`src/rtl/flash_ctl_pkg.sv`:
```
package flash_ctl_pkg;
  typedef enum logic [2:0] {ST_READ, ST_PROG, ST_ERASE, ST_SUSP, ST_SPROG} op_state_t;
  typedef enum logic [2:0] {D_IDLE, D_U1, D_U2, D_PGM, D_ES, D_E1, D_E2} dec_state_t;
  localparam int UNLK_W = 11;
  localparam logic [7:0] CMD_KEY1   = 8'hAA;
  localparam logic [7:0] CMD_KEY2   = 8'h55;
  localparam logic [7:0] CMD_PROG   = 8'hA0;
  localparam logic [7:0] CMD_ESETUP = 8'h80;
  localparam logic [7:0] CMD_CHIP   = 8'h10;
  localparam logic [7:0] CMD_SECT   = 8'h30;
  localparam logic [7:0] CMD_SUSP   = 8'hB0;
  localparam logic [7:0] CMD_RESUME = 8'h30;
  localparam logic [7:0] CMD_RESET  = 8'hF0;
  localparam logic [UNLK_W-1:0] KEY_ADR1 = 11'h555;
  localparam logic [UNLK_W-1:0] KEY_ADR2 = 11'h2AA;
endpackage

```
`src/rtl/fcc_bus_edge.sv`:
```
module fcc_bus_edge (
  input  logic clk,
  input  logic rst_n,
  input  logic ce_n,
  input  logic we_n,
  input  logic oe_n,
  output logic wr_evt,
  output logic rd_evt
);
  logic wr_on, rd_on, wr_on_q, rd_on_q;

  assign wr_on  = !ce_n && !we_n;
  assign rd_on  = !ce_n && !oe_n;
  assign wr_evt = wr_on && !wr_on_q;
  assign rd_evt = rd_on && !rd_on_q;

  always_ff @(posedge clk or negedge rst_n) begin
    if (!rst_n) begin
      wr_on_q <= 1'b0;
      rd_on_q <= 1'b0;
    end else begin
      wr_on_q <= wr_on;
      rd_on_q <= rd_on;
    end
  end


  rd_single_chk: assert property (@(posedge clk) disable iff (!rst_n) rd_evt |=> !rd_evt);
endmodule

```
`src/rtl/fcc_decoder.sv`:
```
module fcc_decoder
  import flash_ctl_pkg::*;
(
  input  logic              clk,
  input  logic              rst_n,
  input  logic              wr_evt,
  input  logic [UNLK_W-1:0] key_addr,
  input  logic [7:0]        wdata,
  output logic              c_prog,
  output logic              c_chip,
  output logic              c_sect,
  output logic              c_susp,
  output logic              c_resume
);
  dec_state_t ds, ds_nx;
  logic hit1, hit2;

  assign hit1 = (key_addr == KEY_ADR1);
  assign hit2 = (key_addr == KEY_ADR2);

  always_comb begin
    ds_nx    = D_IDLE;
    c_prog   = 1'b0;
    c_chip   = 1'b0;
    c_sect   = 1'b0;
    c_susp   = 1'b0;
    c_resume = 1'b0;
    unique case (ds)
      D_IDLE: begin
        if (hit1 && wdata == CMD_KEY1) ds_nx = D_U1;
        else if (wdata == CMD_SUSP)    c_susp = wr_evt;
        else if (wdata == CMD_RESUME)  c_resume = wr_evt;
      end
      D_U1: if (hit2 && wdata == CMD_KEY2) ds_nx = D_U2;
      D_U2: begin
        if (hit1 && wdata == CMD_PROG)        ds_nx = D_PGM;
        else if (hit1 && wdata == CMD_ESETUP) ds_nx = D_ES;
      end
      D_PGM: c_prog = wr_evt;
      D_ES: if (hit1 && wdata == CMD_KEY1) ds_nx = D_E1;
      D_E1: if (hit2 && wdata == CMD_KEY2) ds_nx = D_E2;
      D_E2: begin
        if (hit1 && wdata == CMD_CHIP) c_chip = wr_evt;
        else if (wdata == CMD_SECT)    c_sect = wr_evt;
      end
      default: ds_nx = D_IDLE;
    endcase
  end

  always_ff @(posedge clk or negedge rst_n) begin
    if (!rst_n)      ds <= D_IDLE;
    else if (wr_evt) ds <= ds_nx;
  end


  reset_cmd_idle_chk: assert property (@(posedge clk) disable iff (!rst_n)
    (wr_evt && wdata == CMD_RESET && ds != D_PGM) |=> ds == D_IDLE);
endmodule

```
`src/rtl/fcc_tracker.sv`:
```
module fcc_tracker
  import flash_ctl_pkg::*;
#(
  parameter int ADDR_W = 17,
  parameter int DATA_W = 8,
  parameter int SECT_N = 4,
  localparam int SECT_W = $clog2(SECT_N)
) (
  input  logic              clk,
  input  logic              rst_n,
  input  logic              c_prog,
  input  logic              c_chip,
  input  logic              c_sect,
  input  logic              c_susp,
  input  logic              c_resume,
  input  logic [ADDR_W-1:0] addr,
  input  logic [DATA_W-1:0] wdata,
  input  logic [SECT_N-1:0] sect_prot,
  input  logic              op_ready,
  input  logic              op_done,
  output op_state_t         st,
  output logic              op_valid,
  output logic              op_erase,
  output logic [ADDR_W-1:0] op_addr,
  output logic [DATA_W-1:0] op_data,
  output logic [SECT_N-1:0] op_sect_mask,
  output logic              eng_hold
);
  logic [SECT_W-1:0] cmd_sect;
  logic [SECT_N-1:0] cmd_hot, free_mask;
  logic              cmd_prot;

  assign cmd_sect  = addr[ADDR_W-1 -: SECT_W];
  assign cmd_hot   = SECT_N'(1) << cmd_sect;
  assign cmd_prot  = sect_prot[cmd_sect];
  assign free_mask = ~sect_prot;
  assign eng_hold  = (st == ST_SUSP) || (st == ST_SPROG);

  always_ff @(posedge clk or negedge rst_n) begin
    if (!rst_n) begin
      st           <= ST_READ;
      op_valid     <= 1'b0;
      op_erase     <= 1'b0;
      op_addr      <= '0;
      op_data      <= '0;
      op_sect_mask <= '0;
    end else begin
      if (op_valid && op_ready) op_valid <= 1'b0;
      unique case (st)
        ST_READ: begin
          if (c_prog && !cmd_prot) begin
            st <= ST_PROG; op_valid <= 1'b1; op_erase <= 1'b0;
            op_addr <= addr; op_data <= wdata;
          end else if (c_chip && free_mask != '0) begin
            st <= ST_ERASE; op_valid <= 1'b1; op_erase <= 1'b1;
            op_addr <= addr; op_sect_mask <= free_mask;
          end else if (c_sect && !cmd_prot) begin
            st <= ST_ERASE; op_valid <= 1'b1; op_erase <= 1'b1;
            op_addr <= addr; op_sect_mask <= cmd_hot;
          end
        end
        ST_PROG: if (op_done) st <= ST_READ;
        ST_ERASE: begin
          if (op_done) begin
            st <= ST_READ; op_sect_mask <= '0;
          end else if (c_susp) st <= ST_SUSP;
        end
        ST_SUSP: begin
          if (c_prog && !cmd_prot && !op_sect_mask[cmd_sect]) begin
            st <= ST_SPROG; op_valid <= 1'b1; op_erase <= 1'b0;
            op_addr <= addr; op_data <= wdata;
          end else if (c_resume) st <= ST_ERASE;
        end
        ST_SPROG: if (op_done) begin
          st <= ST_SUSP; op_erase <= 1'b1;
        end
        default: st <= ST_READ;
      endcase
    end
  end


  launch_hold_chk: assert property (@(posedge clk) disable iff (!rst_n)
    (op_valid && !op_ready) |=> (op_valid && $stable(op_addr) && $stable(op_data) && $stable(op_erase)));

  prog_prot_chk: assert property (@(posedge clk) disable iff (!rst_n)
    ($rose(op_valid) && !op_erase) |-> !sect_prot[op_addr[ADDR_W-1 -: SECT_W]]);

  erase_prot_chk: assert property (@(posedge clk) disable iff (!rst_n)
    ($rose(op_valid) && op_erase) |-> ((op_sect_mask & sect_prot) == '0));

  hold_mask_chk: assert property (@(posedge clk) disable iff (!rst_n)
    eng_hold |-> (op_sect_mask != '0));
endmodule

```
`src/rtl/fcc_status.sv`:
```
module fcc_status
  import flash_ctl_pkg::*;
#(
  parameter int DATA_W = 8,
  parameter int SECT_N = 4,
  localparam int SECT_W = $clog2(SECT_N)
) (
  input  logic              clk,
  input  logic              rst_n,
  input  logic              rd_evt,
  input  logic [SECT_W-1:0] rd_sect,
  input  logic [DATA_W-1:0] arr_rdata,
  input  op_state_t         st,
  input  logic              prog_bit7,
  input  logic [SECT_N-1:0] erase_mask,
  output logic [DATA_W-1:0] rdata
);
  logic tog6, tog2, show, use2, b7;
  logic [DATA_W-1:0] stat;

  always_comb begin
    show = 1'b0; use2 = 1'b0; b7 = 1'b0;
    unique case (st)
      ST_PROG, ST_SPROG: begin show = 1'b1; b7 = !prog_bit7; end
      ST_ERASE: begin show = 1'b1; use2 = erase_mask[rd_sect]; end
      ST_SUSP: begin show = erase_mask[rd_sect]; use2 = 1'b1; b7 = 1'b1; end
      default: show = 1'b0;
    endcase
    stat    = '0;
    stat[7] = b7;
    stat[6] = !tog6;
    stat[2] = use2 ? !tog2 : 1'b1;
  end

  always_ff @(posedge clk or negedge rst_n) begin
    if (!rst_n) begin
      rdata <= '0; tog6 <= 1'b0; tog2 <= 1'b0;
    end else begin
      if (rd_evt) begin
        rdata <= show ? stat : arr_rdata;
        if (show)         tog6 <= !tog6;
        if (show && use2) tog2 <= !tog2;
      end
      if (st == ST_READ) begin
        tog6 <= 1'b0; tog2 <= 1'b0;
      end
    end
  end


  rdata_hold_chk: assert property (@(posedge clk) disable iff (!rst_n) !rd_evt |=> $stable(rdata));

  prog_poll_chk: assert property (@(posedge clk) disable iff (!rst_n)
    (rd_evt && st == ST_PROG) |=> rdata[7] != prog_bit7);
endmodule

```
`src/rtl/flash_cmd_ctl.sv`:
```
module flash_cmd_ctl
  import flash_ctl_pkg::*;
#(
  parameter int ADDR_W = 17,
  parameter int DATA_W = 8,
  parameter int SECT_N = 4,
  localparam int SECT_W = $clog2(SECT_N)
) (
  input  logic              clk,
  input  logic              rst_n,
  input  logic              ce_n,
  input  logic              we_n,
  input  logic              oe_n,
  input  logic [ADDR_W-1:0] addr,
  input  logic [DATA_W-1:0] wdata,
  output logic [DATA_W-1:0] rdata,
  input  logic [DATA_W-1:0] arr_rdata,
  input  logic [SECT_N-1:0] sect_prot,
  output logic              op_valid,
  input  logic              op_ready,
  output logic              op_erase,
  output logic [ADDR_W-1:0] op_addr,
  output logic [DATA_W-1:0] op_data,
  output logic [SECT_N-1:0] op_sect_mask,
  input  logic              op_done,
  output logic              eng_hold
);
  logic wr_evt, rd_evt;
  logic c_prog, c_chip, c_sect, c_susp, c_resume;
  op_state_t st;

  fcc_bus_edge u_edge (
    .clk(clk), .rst_n(rst_n), .ce_n(ce_n), .we_n(we_n), .oe_n(oe_n),
    .wr_evt(wr_evt), .rd_evt(rd_evt)
  );

  fcc_decoder u_dec (
    .clk(clk), .rst_n(rst_n), .wr_evt(wr_evt), .key_addr(addr[UNLK_W-1:0]),
    .wdata(wdata[7:0]), .c_prog(c_prog), .c_chip(c_chip), .c_sect(c_sect),
    .c_susp(c_susp), .c_resume(c_resume)
  );

  fcc_tracker #(.ADDR_W(ADDR_W), .DATA_W(DATA_W), .SECT_N(SECT_N)) u_trk (
    .clk(clk), .rst_n(rst_n), .c_prog(c_prog), .c_chip(c_chip), .c_sect(c_sect),
    .c_susp(c_susp), .c_resume(c_resume), .addr(addr), .wdata(wdata),
    .sect_prot(sect_prot), .op_ready(op_ready), .op_done(op_done), .st(st),
    .op_valid(op_valid), .op_erase(op_erase), .op_addr(op_addr), .op_data(op_data),
    .op_sect_mask(op_sect_mask), .eng_hold(eng_hold)
  );

  fcc_status #(.DATA_W(DATA_W), .SECT_N(SECT_N)) u_stat (
    .clk(clk), .rst_n(rst_n), .rd_evt(rd_evt), .rd_sect(addr[ADDR_W-1 -: SECT_W]),
    .arr_rdata(arr_rdata), .st(st), .prog_bit7(op_data[7]),
    .erase_mask(op_sect_mask), .rdata(rdata)
  );
endmodule

```
`config.mk`:
```
export PLATFORM = sky130hd
export DESIGN_NAME = flash_cmd_ctl
export DESIGN_NICKNAME = d
export VERILOG_FILES = /design/src/rtl/flash_ctl_pkg.sv /design/src/rtl/fcc_bus_edge.sv /design/src/rtl/fcc_decoder.sv /design/src/rtl/fcc_tracker.sv /design/src/rtl/fcc_status.sv /design/src/rtl/flash_cmd_ctl.sv
export SDC_FILE = /design/constraint.sdc
export NUM_CORES = 1
export LEC_CHECK = 0
export BUFFER_PORTS_ARGS = -buffer_cell sky130_fd_sc_hd__buf_2
export CAP_MARGIN = 10
export CORE_MARGIN = 2
export CORE_UTILIZATION = 55
export DETAILED_ROUTE_END_ITERATION = 8
export GPL_TIMING_DRIVEN = 0
export PLACE_DENSITY = 0.85
export SLEW_MARGIN = 20
export SYNTH_ARGS = -nofsm -noshare
export SYNTH_HDL_FRONTEND = slang
export SYNTH_HIERARCHICAL = 1
export SYNTH_SLANG_ARGS = --single-unit
```
`constraint.sdc`:
```
create_clock -name clk -period 3.95 [get_ports clk]
set_input_delay 0.79 -clock clk [delete_from_list [all_inputs] [get_ports clk]]
set_output_delay 0.79 -clock clk [all_outputs]
set_load 0.01 [all_outputs]
```
==> impl_metrics.toml <==
[timing]
worst_pin_slew_ns = 0.7133
fmax_mhz = 285.9
setup_ws_ns = 0.4527
drv_slew = 0
finalSetupViolCount = 0
slew_headroom_pct = 52.08
final.setup.tns_ns = 0
clock_skew_ns = 0.003481
finalCritPeriodShare_pct = 88.54
rsz0062_at_grt = "false"
period_needed_ns = 3.497
hold_viol_final = 0

[hold_path]
min_from = "u_trk/op_valid"
hp-class = "flop to flop"
hold_end = "u_trk/op_valid"
hold_path_depth = 1

[cells_and_area]
design_area_mm2 = 0.003181
final_common_cell = "buf_2"
drive_gt1_share_pct = 35.37
final-instance-count-excl-fill = 382
area_delta_synth_final_pct = 21.74
layout_common_cells = "82 x buf_2, 49 x dfrtp_1, 18 x nand2_1"
num_antenna_cells = 0
fin_nets = 371
nFillCells = 378

[cts]
clock_latency_ns = 0.30
cts_resized = 0
cts.path.max_buffers = 2
h-tree-depth = 2
cts_tree = "built"
cts_made_buffers = 5
cts_root_buf = "clkbuf_8"
clk_transition_reported_paths_ns = 0.09
clkSinkCount = 49
cts_hold_buf = 0
post_cts_buffers = 0

[worst_setup_path]
cp-end-kind = "flop"
cp_common_cell = "buf_6"
start_kind = "input pin"
critPathTopFamily = "simple AND/OR/NAND/NOR gates"
r2r_cells = 11
timing.rr.end = "u_trk/op_addr[2]"
cpPeakStageDelay_ns = 0.59
crit_type = "input pin to flop"
cp_slowest_cell = "nor3_1"
worstPathRequired_ns = 4.13
rrSetupSlack_ns = 0.69
crit_path_max_fanout = 10
reg2reg_from = "u_edge/wr_on_q"
cp_num_buf_inv = 3
cp.arrival_ns = 3.68
crit_chain = "buf_2 -> nor3_1 -> and2b_1 -> nand2b_1 -> nor4_1 -> nor3b_1 -> nand2_1 -> a21oi_1 -> or2_1 -> buf_6 -> buf_6 -> mux2_1"

[synthesis]
synth.cell_area_mm2 = 0.002613
synth.distinct_cells = 59
syn_area_per_cell_um2 = 11.02
synth-edff-count = 0
ys.flop_type = "dfrtp_1"
ys_seq_area_share_pct = 46.93
ys_warn_count = 6
synth_nets = 281
ys_ff_latch = 49
synthArstFlopShare_pct = 100.0
synth_cells = 237

[power]
peakVddDrop_v = 0.0002299
p_total_mw = 1.250
leakage_nw = 1.645
power.density_mw_per_mm2 = 393.1

[route]
wl_um = 5552
remaining_drc_errors = 0
num_vias = 2155
route.antenna.remaining_nets = 0
wire_per_inst_um = 14.53
firstDrtPassIters = 5
avgViaCountPerCell = 5.641
drtIter0Drc = 138

[die]
io_pins = 84
start_util_pct = 56.05
rows = 25
die_x_um = 72.92
fp.dieArea_mm2 = 0.005317
die_height_um = 72.92
fp.coreArea_mm2 = 0.004661

[placed_design]
placed_cells = 374
place_ws_ns = 0.1466
placed_cell_area_mm2 = 0.003095
gp_congestion = 0.8472
hpwl_um = 4192
placement.io_buffers = 83

[global_route]
grtUsageMet3_pct = 5.387
grt_pass1_vias = 2140
grt_max_degree = 50
grt_pass1_wl_um = 9729
grt_busiest_layer = "met2"
grt_overflow = 0
grt_use_met2_pct = 38.48
antenna_found_initial = 0
grtUsageTotal_pct = 23.27
grt_use_met1_pct = 31.25

[flow_run]
drv_cap = 0

[run_status]
status = "completed"
[metal layers]
| layer | share of wire [%] | up-vias |
|---|---|---|
| li1 | - | 1055 |
| met1 | 46 | 1023 |
| met2 | 48 | 73 |
| met3 | 5.6 | 4 |
| met4 | 0.56 | 0 |
| met5 | 0 | - |
[worst max-delay path by stage]
stage | start | to | slack, ns | cells past startpoint
floorplan | ce_n | u_trk/op_addr[0] | 0.85 | 11
global placement | ce_n | u_trk/op_addr[12] | 0.25 | 12
detailed placement | ce_n | u_trk/op_addr[2] | 0.15 | 12
CTS | ce_n | u_trk/op_addr[2] | 0.48 | 12
global route | ce_n | u_trk/op_addr[2] | 0.12 | 12
finish | ce_n | u_trk/op_addr[2] | 0.45 | 12
[where the power goes]
group          internal [mW]  switching (mW)
combinational          0.178           0.208
sequential             0.549          0.0314
clock                  0.123           0.160
total                  0.850           0.400
[state kept, by name (all words and copies together), names as in the netlist]
signal / count
u_trk/op_addr: 17
u_stat/rdata: 8
u_trk/op_data: 8
u_trk/op_sect_mask: 4
u_dec/ds: 3
u_trk/st: 3
u_edge/rd_on_q: 1
u_edge/wr_on_q: 1
u_stat/tog2: 1
u_stat/tog6: 1
u_trk/op_erase: 1
u_trk/op_valid: 1
[synth_stat cells, drive strengths merged (4+ instances only)]
| library cell | instances | area share, % |
|---|---|---|
| dfrtp | 49 | 47 |
| mux2 | 28 | 12 |
| nand2 | 18 | 2.6 |
| nor2 | 16 | 2.3 |
| inv | 13 | 1.9 |
| o21ai | 8 | 1.5 |
| a21oi | 7 | 1.5 |
| clkbuf | 7 | 1.0 |
| o22ai | 6 | 1.4 |
| a21o | 5 | 1.4 |
| mux2i | 5 | 1.9 |
| nand2b | 5 | 1.5 |
| nand3 | 5 | 0.96 |
| nor3b | 5 | 2.1 |
| a31oi | 4 | 0.96 |
[area by class of cell]
cell class | instances | area [µm²] | area share [%]
multi-input combinational | 165 | 1277 | 40.17
sequential | 49 | 1226 | 38.55
tap | 54 | 67.56 | 2.124
inverter | 13 | 48.80 | 1.534
timing repair buffer | 83 | 417.9 | 13.14
buffer | 10 | 60.06 | 1.888
clock buffer | 6 | 72.57 | 2.282
clock inverter | 2 | 10.01 | 0.3147
[logic make-up after synthesis]
kind of cell	Yosys count	synth area share [%]
muxes	36	16.57
buffers and inverters	23	4.167
xor gates and xnor gates	1	0.3353
and+or+nand+nor	80	19.01
DFF	49	46.94
AOI/OAI and AO/OA	48	12.98
[through the flow]
| step | hold slack, ns | utilization [%] |
|---|---|---|
| after detailed placement | 0.4609 | 66.42 |
| after floorplan | 0.4944 | - |
| after global placement | 0.4524 | 66.42 |
| final | 0.4761 | 68.24 |
| after global routing | 0.5056 | 68.24 |
| after CTS | 0.4809 | 68.19 |
Power figures use the tool's default switching activity.
